**config.mk**
```make
export PLATFORM = sky130hd
export DESIGN_NAME = irqfe_top
export DESIGN_NICKNAME = d
export VERILOG_FILES = /design/src/rtl/irqfe_pkg.sv /design/src/rtl/irqfe_flag_bank.sv /design/src/rtl/irqfe_enable_bank.sv /design/src/rtl/irqfe_irq_gen.sv /design/src/rtl/irqfe_read_mux.sv /design/src/rtl/irqfe_top.sv
export SDC_FILE = /design/constraint.sdc
export NUM_CORES = 1
export LEC_CHECK = 0
export BUFFER_PORTS_ARGS = -buffer_cell sky130_fd_sc_hd__buf_2
export CAP_MARGIN = 20
export CORE_ASPECT_RATIO = 0.6
export CORE_UTILIZATION = 30
export DETAILED_ROUTE_END_ITERATION = 7
export GPL_TIMING_DRIVEN = 0
export PLACE_DENSITY = 0.51
export SYNTH_ARGS = -nofsm -noshare
export SYNTH_HDL_FRONTEND = slang
export SYNTH_SLANG_ARGS = --single-unit
```
**constraint.sdc**
```tcl
create_clock -name clk -period 3.5 [get_ports clk]
set_input_delay 0.35 -clock clk [delete_from_list [all_inputs] [get_ports clk]]
set_output_delay 0.35 -clock clk [all_outputs]
set_load 0.01 [all_outputs]
```
**src/rtl/irqfe_pkg.sv**
```systemverilog
package irqfe_pkg;
    localparam int DATA_W   = 8;
    localparam int NSRC     = DATA_W - 1;
    localparam int MODE_BIT = DATA_W - 1;

    localparam int SRC_CTRL0 = 0;
    localparam int SRC_CTRL1 = 1;
    localparam int SRC_SHIFT = 2;
    localparam int SRC_CTRL2 = 3;
    localparam int SRC_CTRL3 = 4;
    localparam int SRC_TMR2  = 5;
    localparam int SRC_TMR1  = 6;

    typedef logic [NSRC-1:0] src_vec_t;

    typedef struct packed {
        src_vec_t flag;
    } flag_state_t;

    typedef struct packed {
        src_vec_t en;
    } en_state_t;

    typedef struct packed {
        logic irq;
    } irq_state_t;
endpackage

```
**src/rtl/irqfe_flag_bank.sv**
```systemverilog
module irqfe_flag_bank
    import irqfe_pkg::*;
(
    input  logic     clk,
    input  logic     rst_n,
    input  src_vec_t set_i,
    input  src_vec_t clr_i,
    input  src_vec_t wr_clr_i,
    output src_vec_t flag_o
);
    flag_state_t st_d, st_q;

    always_comb begin
        st_d = st_q;
        // clearing first, then setting: a coinciding event is never lost
        st_d.flag = (st_q.flag & ~(clr_i | wr_clr_i)) | set_i;
    end

    always_ff @(posedge clk or negedge rst_n) begin
        if (!rst_n) st_q <= '0;
        else        st_q <= st_d;
    end

    assign flag_o = st_q.flag;

    // every strobed flag is set on the following cycle
    a_r10_set_wins: assert property (@(posedge clk) disable iff (!rst_n)
        (|set_i) |=> ((flag_o & $past(set_i)) == $past(set_i)));

    // no flag rises without a set strobe
    a_r6_no_spurious_set: assert property (@(posedge clk) disable iff (!rst_n)
        1'b1 |=> ((flag_o & ~($past(flag_o) | $past(set_i))) == '0));

    // a cleared flag without a coinciding set is low afterwards
    a_r9_clear_takes: assert property (@(posedge clk) disable iff (!rst_n)
        (|((clr_i | wr_clr_i) & ~set_i)) |=>
        ((flag_o & $past(clr_i | wr_clr_i) & ~$past(set_i)) == '0));
endmodule

```
**src/rtl/irqfe_enable_bank.sv**
```systemverilog
module irqfe_enable_bank
    import irqfe_pkg::*;
(
    input  logic              clk,
    input  logic              rst_n,
    input  logic              wr_i,
    input  logic [DATA_W-1:0] wdata_i,
    output src_vec_t          en_o
);
    en_state_t st_d, st_q;
    logic      set_mode;
    src_vec_t  mask;

    assign set_mode = wdata_i[MODE_BIT];
    assign mask     = wdata_i[NSRC-1:0];

    always_comb begin
        st_d = st_q;
        if (wr_i) begin
            if (set_mode) st_d.en = st_q.en | mask;
            else          st_d.en = st_q.en & ~mask;
        end
    end

    always_ff @(posedge clk or negedge rst_n) begin
        if (!rst_n) st_q <= '0;
        else        st_q <= st_d;
    end

    assign en_o = st_q.en;

    // set-mode write raises the selected bits, keeps the rest
    a_r2_set_mode: assert property (@(posedge clk) disable iff (!rst_n)
        (wr_i && set_mode) |=>
        (en_o == ($past(en_o) | $past(mask))));

    // clear-mode write drops the selected bits, keeps the rest
    a_r3_clear_mode: assert property (@(posedge clk) disable iff (!rst_n)
        (wr_i && !set_mode) |=>
        (en_o == ($past(en_o) & ~$past(mask))));

    // without a write the enables hold
    a_r11_en_hold: assert property (@(posedge clk) disable iff (!rst_n)
        !wr_i |=> $stable(en_o));
endmodule

```
**src/rtl/irqfe_irq_gen.sv**
```systemverilog
module irqfe_irq_gen
    import irqfe_pkg::*;
(
    input  logic     clk,
    input  logic     rst_n,
    input  src_vec_t flag_i,
    input  src_vec_t en_i,
    output logic     pending_o,
    output logic     irq_o
);
    irq_state_t st_d, st_q;

    assign pending_o = |(flag_i & en_i);

    always_comb begin
        st_d     = st_q;
        st_d.irq = pending_o;
    end

    always_ff @(posedge clk or negedge rst_n) begin
        if (!rst_n) st_q <= '0;
        else        st_q <= st_d;
    end

    assign irq_o = st_q.irq;

    // request falls one cycle after the masked product empties
    a_r1_drop_latency: assert property (@(posedge clk) disable iff (!rst_n)
        ((flag_i & en_i) == '0) |=> !irq_o);
endmodule

```
**src/rtl/irqfe_read_mux.sv**
```systemverilog
module irqfe_read_mux
    import irqfe_pkg::*;
#(
    parameter int              ADDR_W    = 4,
    parameter logic [ADDR_W-1:0] FLAG_ADDR = 4'hD,
    parameter logic [ADDR_W-1:0] EN_ADDR   = 4'hE
) (
    input  logic [ADDR_W-1:0] addr_i,
    input  src_vec_t          flag_i,
    input  src_vec_t          en_i,
    input  logic              pending_i,
    output logic [DATA_W-1:0] rdata_o
);
    always_comb begin
        rdata_o = '0;
        if (addr_i == FLAG_ADDR)    rdata_o = {pending_i, flag_i};
        else if (addr_i == EN_ADDR) rdata_o = {1'b1, en_i};
    end
endmodule

```
**src/rtl/irqfe_top.sv**
```systemverilog
module irqfe_top
    import irqfe_pkg::*;
#(
    parameter int                ADDR_W    = 4,
    parameter logic [ADDR_W-1:0] FLAG_ADDR = 4'hD,
    parameter logic [ADDR_W-1:0] EN_ADDR   = 4'hE
) (
    input  logic              clk,
    input  logic              rst_n,
    input  logic [ADDR_W-1:0] addr_i,
    input  logic              wr_en_i,
    input  logic [7:0]        wdata_i,
    output logic [7:0]        rdata_o,
    input  logic [6:0]        src_set_i,
    input  logic [6:0]        src_clr_i,
    output logic              irq_o
);
    logic     flag_wr, en_wr, pending;
    src_vec_t wr_clr, flag, en;

    assign flag_wr = wr_en_i && (addr_i == FLAG_ADDR);
    assign en_wr   = wr_en_i && (addr_i == EN_ADDR);
    assign wr_clr  = flag_wr ? wdata_i[NSRC-1:0] : '0;

    irqfe_flag_bank u_flags (
        .clk      (clk),
        .rst_n    (rst_n),
        .set_i    (src_set_i),
        .clr_i    (src_clr_i),
        .wr_clr_i (wr_clr),
        .flag_o   (flag)
    );

    irqfe_enable_bank u_enables (
        .clk     (clk),
        .rst_n   (rst_n),
        .wr_i    (en_wr),
        .wdata_i (wdata_i),
        .en_o    (en)
    );

    irqfe_irq_gen u_irq (
        .clk       (clk),
        .rst_n     (rst_n),
        .flag_i    (flag),
        .en_i      (en),
        .pending_o (pending),
        .irq_o     (irq_o)
    );

    irqfe_read_mux #(
        .ADDR_W    (ADDR_W),
        .FLAG_ADDR (FLAG_ADDR),
        .EN_ADDR   (EN_ADDR)
    ) u_rd (
        .addr_i    (addr_i),
        .flag_i    (flag),
        .en_i      (en),
        .pending_i (pending),
        .rdata_o   (rdata_o)
    );

    // enable read always shows the marker bit
    a_r4_en_marker: assert property (@(posedge clk) disable iff (!rst_n)
        (addr_i == EN_ADDR) |-> rdata_o[7]);

    // with flags and enables steady, the summary bit agrees with the request
    a_r5_summary_vs_irq: assert property (@(posedge clk) disable iff (!rst_n)
        (addr_i == FLAG_ADDR && $stable(flag) && $stable(en)) |-> (rdata_o[7] == irq_o));

    // nothing pending right after reset release
    a_r7_reset_clean: assert property (@(posedge clk)
        !rst_n |=> (flag == '0 && en == '0 && !irq_o));
endmodule

```
**Word level (Yosys, flattened, before mapping)**

Index checks and enable logic that the tools add are counted.

- Eq/ne operators: 2
- Reduce and logical (&&, ||, !) cells: 3
- Multiplexer cells: 4
- Bitwise operators: 8

Operators by type and width:

| cell | count |
|---|---|
| 7-bit bitwise AND | 3 |
| 7-bit bitwise OR | 3 |
| 8-bit two-way mux | 2 |
| 7-bit two-way mux | 2 |
| 7-bit NOT | 2 |
| 4-bit == test, second input constant | 2 |
| 7-bit OR reduction | 1 |
| 1-bit logical AND | 2 |

- Word-level logic and storage cells: 20
- Bits in registers: 15

**Depth between registers and ports, before layout**

- Depth after elaboration: 7
- Gate-level depth with buffers: 5

**Modules after synthesis**

From an unflattened synthesis, not the netlist that was laid out.

- Cells, all modules: 94
- Area total of the unflattened synthesis: 865.8 um2

Modules (own cells, without submodules):

| module | area an instance (um2) | cells each | instances | seq. area each (um2) |
|---|---|---|---|---|
| irqfe_enable_bank | 280.3 | 21 | 1 | 175.2 |
| irqfe_flag_bank | 254.0 | 21 | 1 | 175.2 |
| irqfe_read_mux | 186.4 | 27 | 1 | 0.0 |
| irqfe_top | 90.1 | 20 | 1 | 0.0 |
| irqfe_irq_gen | 55.1 | 5 | 1 | 25.0 |

**Worst setup path after synthesis**

No wires, ideal clock.

- Path type: register to output
- Start point: reg u_flags.st_q (netlist bit u_flags.flag_o[3])
- End point: out rdata_o[7]
- Required time: 3.150 ns
- Stages on the path, launching flop included: 4
- Path buffers: 0
- Arrival time: 1.073 ns
- Path slack: 2.077 ns
- Cell sequence: dfrtp_1 a222oi_1 a31oi_1 o21ba_2

- Longest elaborated chain between the ends: 3

Ends and longest elaborated chain:

| item | RTL line | source |
|---|---|---|
| from (decl) | irqfe_flag_bank.sv:11 | `flag_state_t st_d, st_q;` |
| from (signal assigned) | irqfe_flag_bank.sv:21 | `else st_q <= st_d;` |
| 7-bit bitwise AND | irqfe_irq_gen.sv:13 | `assign pending_o = \|(flag_i & en_i);` |
| 7-bit OR reduction | irqfe_irq_gen.sv:13 |  |
| 8-bit two-way mux | irqfe_read_mux.sv:16 | `if (addr_i == FLAG_ADDR) rdata_o = {pending_i, flag_i};` |
| to (decl) | irqfe_top.sv:13 | `output logic [7:0] rdata_o,` |

Every way passes these cells.

**Worst setup path in the final report**

Same ends and word-level chain as after synthesis.

==> results.toml <==
[global_routing]
grt_use_total = 0.1667
grt_pass1_wl_mm = 3.788
overflow = 0
antenna_found_initial = 0
grt_max_degree = 16
first_global_vias = 752

[power]
power.density_nw_per_um2 = 406.0
swShare = 0.2741
power_frac_comb = 0.217
p_seq_frac = 0.476
netSwitchingPower_mw = 0.1254
clockPowerShare = 0.307
p_int_mw = 0.3322
vdd_ir_drop_max_mv = 0.1228
p_leak_nw = 0.5506

[setup_path]
r2r_start = "u_flags.flag_o[3]"
end_kind = "primary output"
arrival_ns = 1.58
r2r_slack_ns = 2.36
path_buf_inv = 1
critPathKind = "flip-flop to primary output"
cp.required_ns = 3.15
critPathTopFamily = "compound AO/OA/AOI/OAI gates"
r2r-end = "u_irq.irq_o"
worstRegToRegCells = 2
crit_path_top_delay_cell = "a222oi_1"
worstSetupStartpointType = "flip-flop"
critPathMaxStageDelay_ns = 0.44
cp_cell_sequence = "a222oi_1, a31oi_1, o21ba_2, buf_2"
cp_max_fo = 3

[logic_synthesis]
synth_top_area_frac = 0.4386
synth_nets = 108
yosysTopAreaCell = "dfrtp_1"
synth_area_per_cell_sq_um = 10.83
synth_cell_types = 20
yosys-top-cells-area = "dfrtp_1, a22oi_1, nand3_1"
ys_seq_area_frac = 0.4386
ys_ff_latch = 15
syn_inst = 79
synthesis.area_sq_um = 855.8
yosysWarnings = 0

[drt]
drtIter0Drc = 46
ant_nets = 0
via_per_inst = 5.296
drc_errors = 0
wl_per_cell_um = 14.82
wl_mm = 2.252
route.vias.total = 805
firstDrtPassIters = 6

[cts]
clkSlewWorstSetupHoldPaths_ns = 0.07
post_cts_resized = 0
holdBufCountCts = 0
cts_tree = "done"
insertion_delay_ns = 0.25
root_buffer = "clkbuf_8"
htreeDepth = 1
post_cts_buffers = 0
cts_sinks = 15
numCtsBuffers = 3
cts_buffer_depth = 2

[placement]
gp_congestion = 0.7514
portBuffers = 37
hpwlAfterDp_mm = 1.707

[die]
core_area_sq_um = 2610
die_w_um = 70.96
die_h_um = 43.37
io_pins = 38
rows = 14
dieArea_sq_um = 3077
start_util = 0.3279

[timing]
fin_worst_skew_ns = 0.007548
tns_ns = 0
finalCriticalPeriod_ns = 1.930
drv_slew = 0
hold_viol = 0
fmax_mhz = 518.2
worst_slew_pin_slew_ns = 0.3881
finalSetupViolCount = 0
holdWs_ns = 0.006709
slew_headroom = 0.7413
grt_setup_unrepaired = "no"
fin_crit_sh = 0.5514

[final_layout]
antenna_cells = 0
layout_commonest_cell = "buf_2"
layout_common_cells = "buf_2, dfrtp_1, nand3_1"
multi_input_area_sq_um = 400.4
syn2layout_area_growth_pct = 31.72
fillerInstances = 261
seq_area_sq_um = 375.4
fin_nets = 150
drive_above_1_share = 0.5333

[min_path]
holdCritPathClass = "primary input to asynchronous set/reset pin"

[status]
status = "finished, final reports clean"

[flow_run]
maxCapViolCount = 0
-- worst register-to-register path, delay by kind of cell (launching register included) --
family	cells	cell delay [ns]
AND/OR/NAND/NOR	1	0.13
AO/OA/AOI/OAI	1	0.44
flip-flops	1	0.42
-- worst max-delay path by stage --
stage	end	start	cells after the start	slack [ns]
floorplan	rdata_o[7]	u_flags.flag_o[3]	3	2.08
global placement	rdata_o[7]	u_flags.flag_o[3]	4	1.84
detailed placement	rdata_o[7]	u_flags.flag_o[3]	4	1.85
CTS	rdata_o[7]	u_flags.flag_o[3]	4	1.57
global route	rdata_o[7]	u_flags.flag_o[3]	4	1.48
finish	rdata_o[7]	u_flags.flag_o[3]	4	1.57
-- cell families after synthesis --
kind of cell           after synthesis  share of synthesized area
buffers and inverters               11                    0.09357
multiplexers                         7                     0.1053
flip-flops                          15                     0.4386
AO/OA/AOI/OAI                       19                     0.1813
AND/OR/NAND/NOR                     27                     0.1813
-- power by group through the flow --
| stage | Combinational [mW] | Clock (mW) | Sequential [mW] |
|---|---|---|---|
| 2_1_floorplan | 0.0595 | 0 | 0.217 |
| 3_3_place_gp | 0.0975 | 0 | 0.219 |
| 3_5_place_dp | 0.100 | 0 | 0.220 |
| 4_1_cts | 0.100 | 0.145 | 0.217 |
| 5_1_grt | 0.110 | 0.156 | 0.221 |
| 6_report | 0.0994 | 0.140 | 0.218 |
-- layout make-up --
class,instances,share of cell area
clock buffers,3,0.03663
well taps,32,0.03552
repair buffers,37,0.1643
flip-flops and latches,15,0.3330
clock inverters,1,0.004440
inverters,7,0.02331
multi-input cells,53,0.3552
plain buffers,4,0.04772
-- cell usage after synthesis --
master / number
buf_6: 3
nor2b_4: 1
a222oi_1: 1
nand3_2: 3
and3_1: 1
a31oi_1: 1
mux2_4: 3
a31o_2: 6
o21ba_2: 1
a22oi_1: 9
nand2_1: 1
mux2_2: 4
inv_1: 7
nand3_1: 12
dfrtp_1: 15
buf_12: 1
and2b_2: 1
nand2b_1: 1
nor2_1: 7
a31o_1: 1
-- per-stage QoR --
step	power, mW	worst slack, ns	utilization	cells	area [sq um]
final	0.4577	1.570	0.4319	152	1127
after global routing	0.4867	1.478	0.4319	152	1127
after CTS	0.4621	1.566	0.4319	152	1127
after detailed placement	0.3199	1.845	0.4142	148	1081
after global placement	0.3167	1.844	0.4142	148	1081
after floorplan	0.2762	2.077	-	79	855.8
-- layer usage --
metal  routed length [um]  global-route usage  up-vias
li1                     -                   -      371
met1                 1159              0.2540      397
met2                  920              0.2327       35
met3                  163             0.05581        2
met4                    7             0.02400        0
met5                    0                   0        -
(Power assumes the default switching activity.)
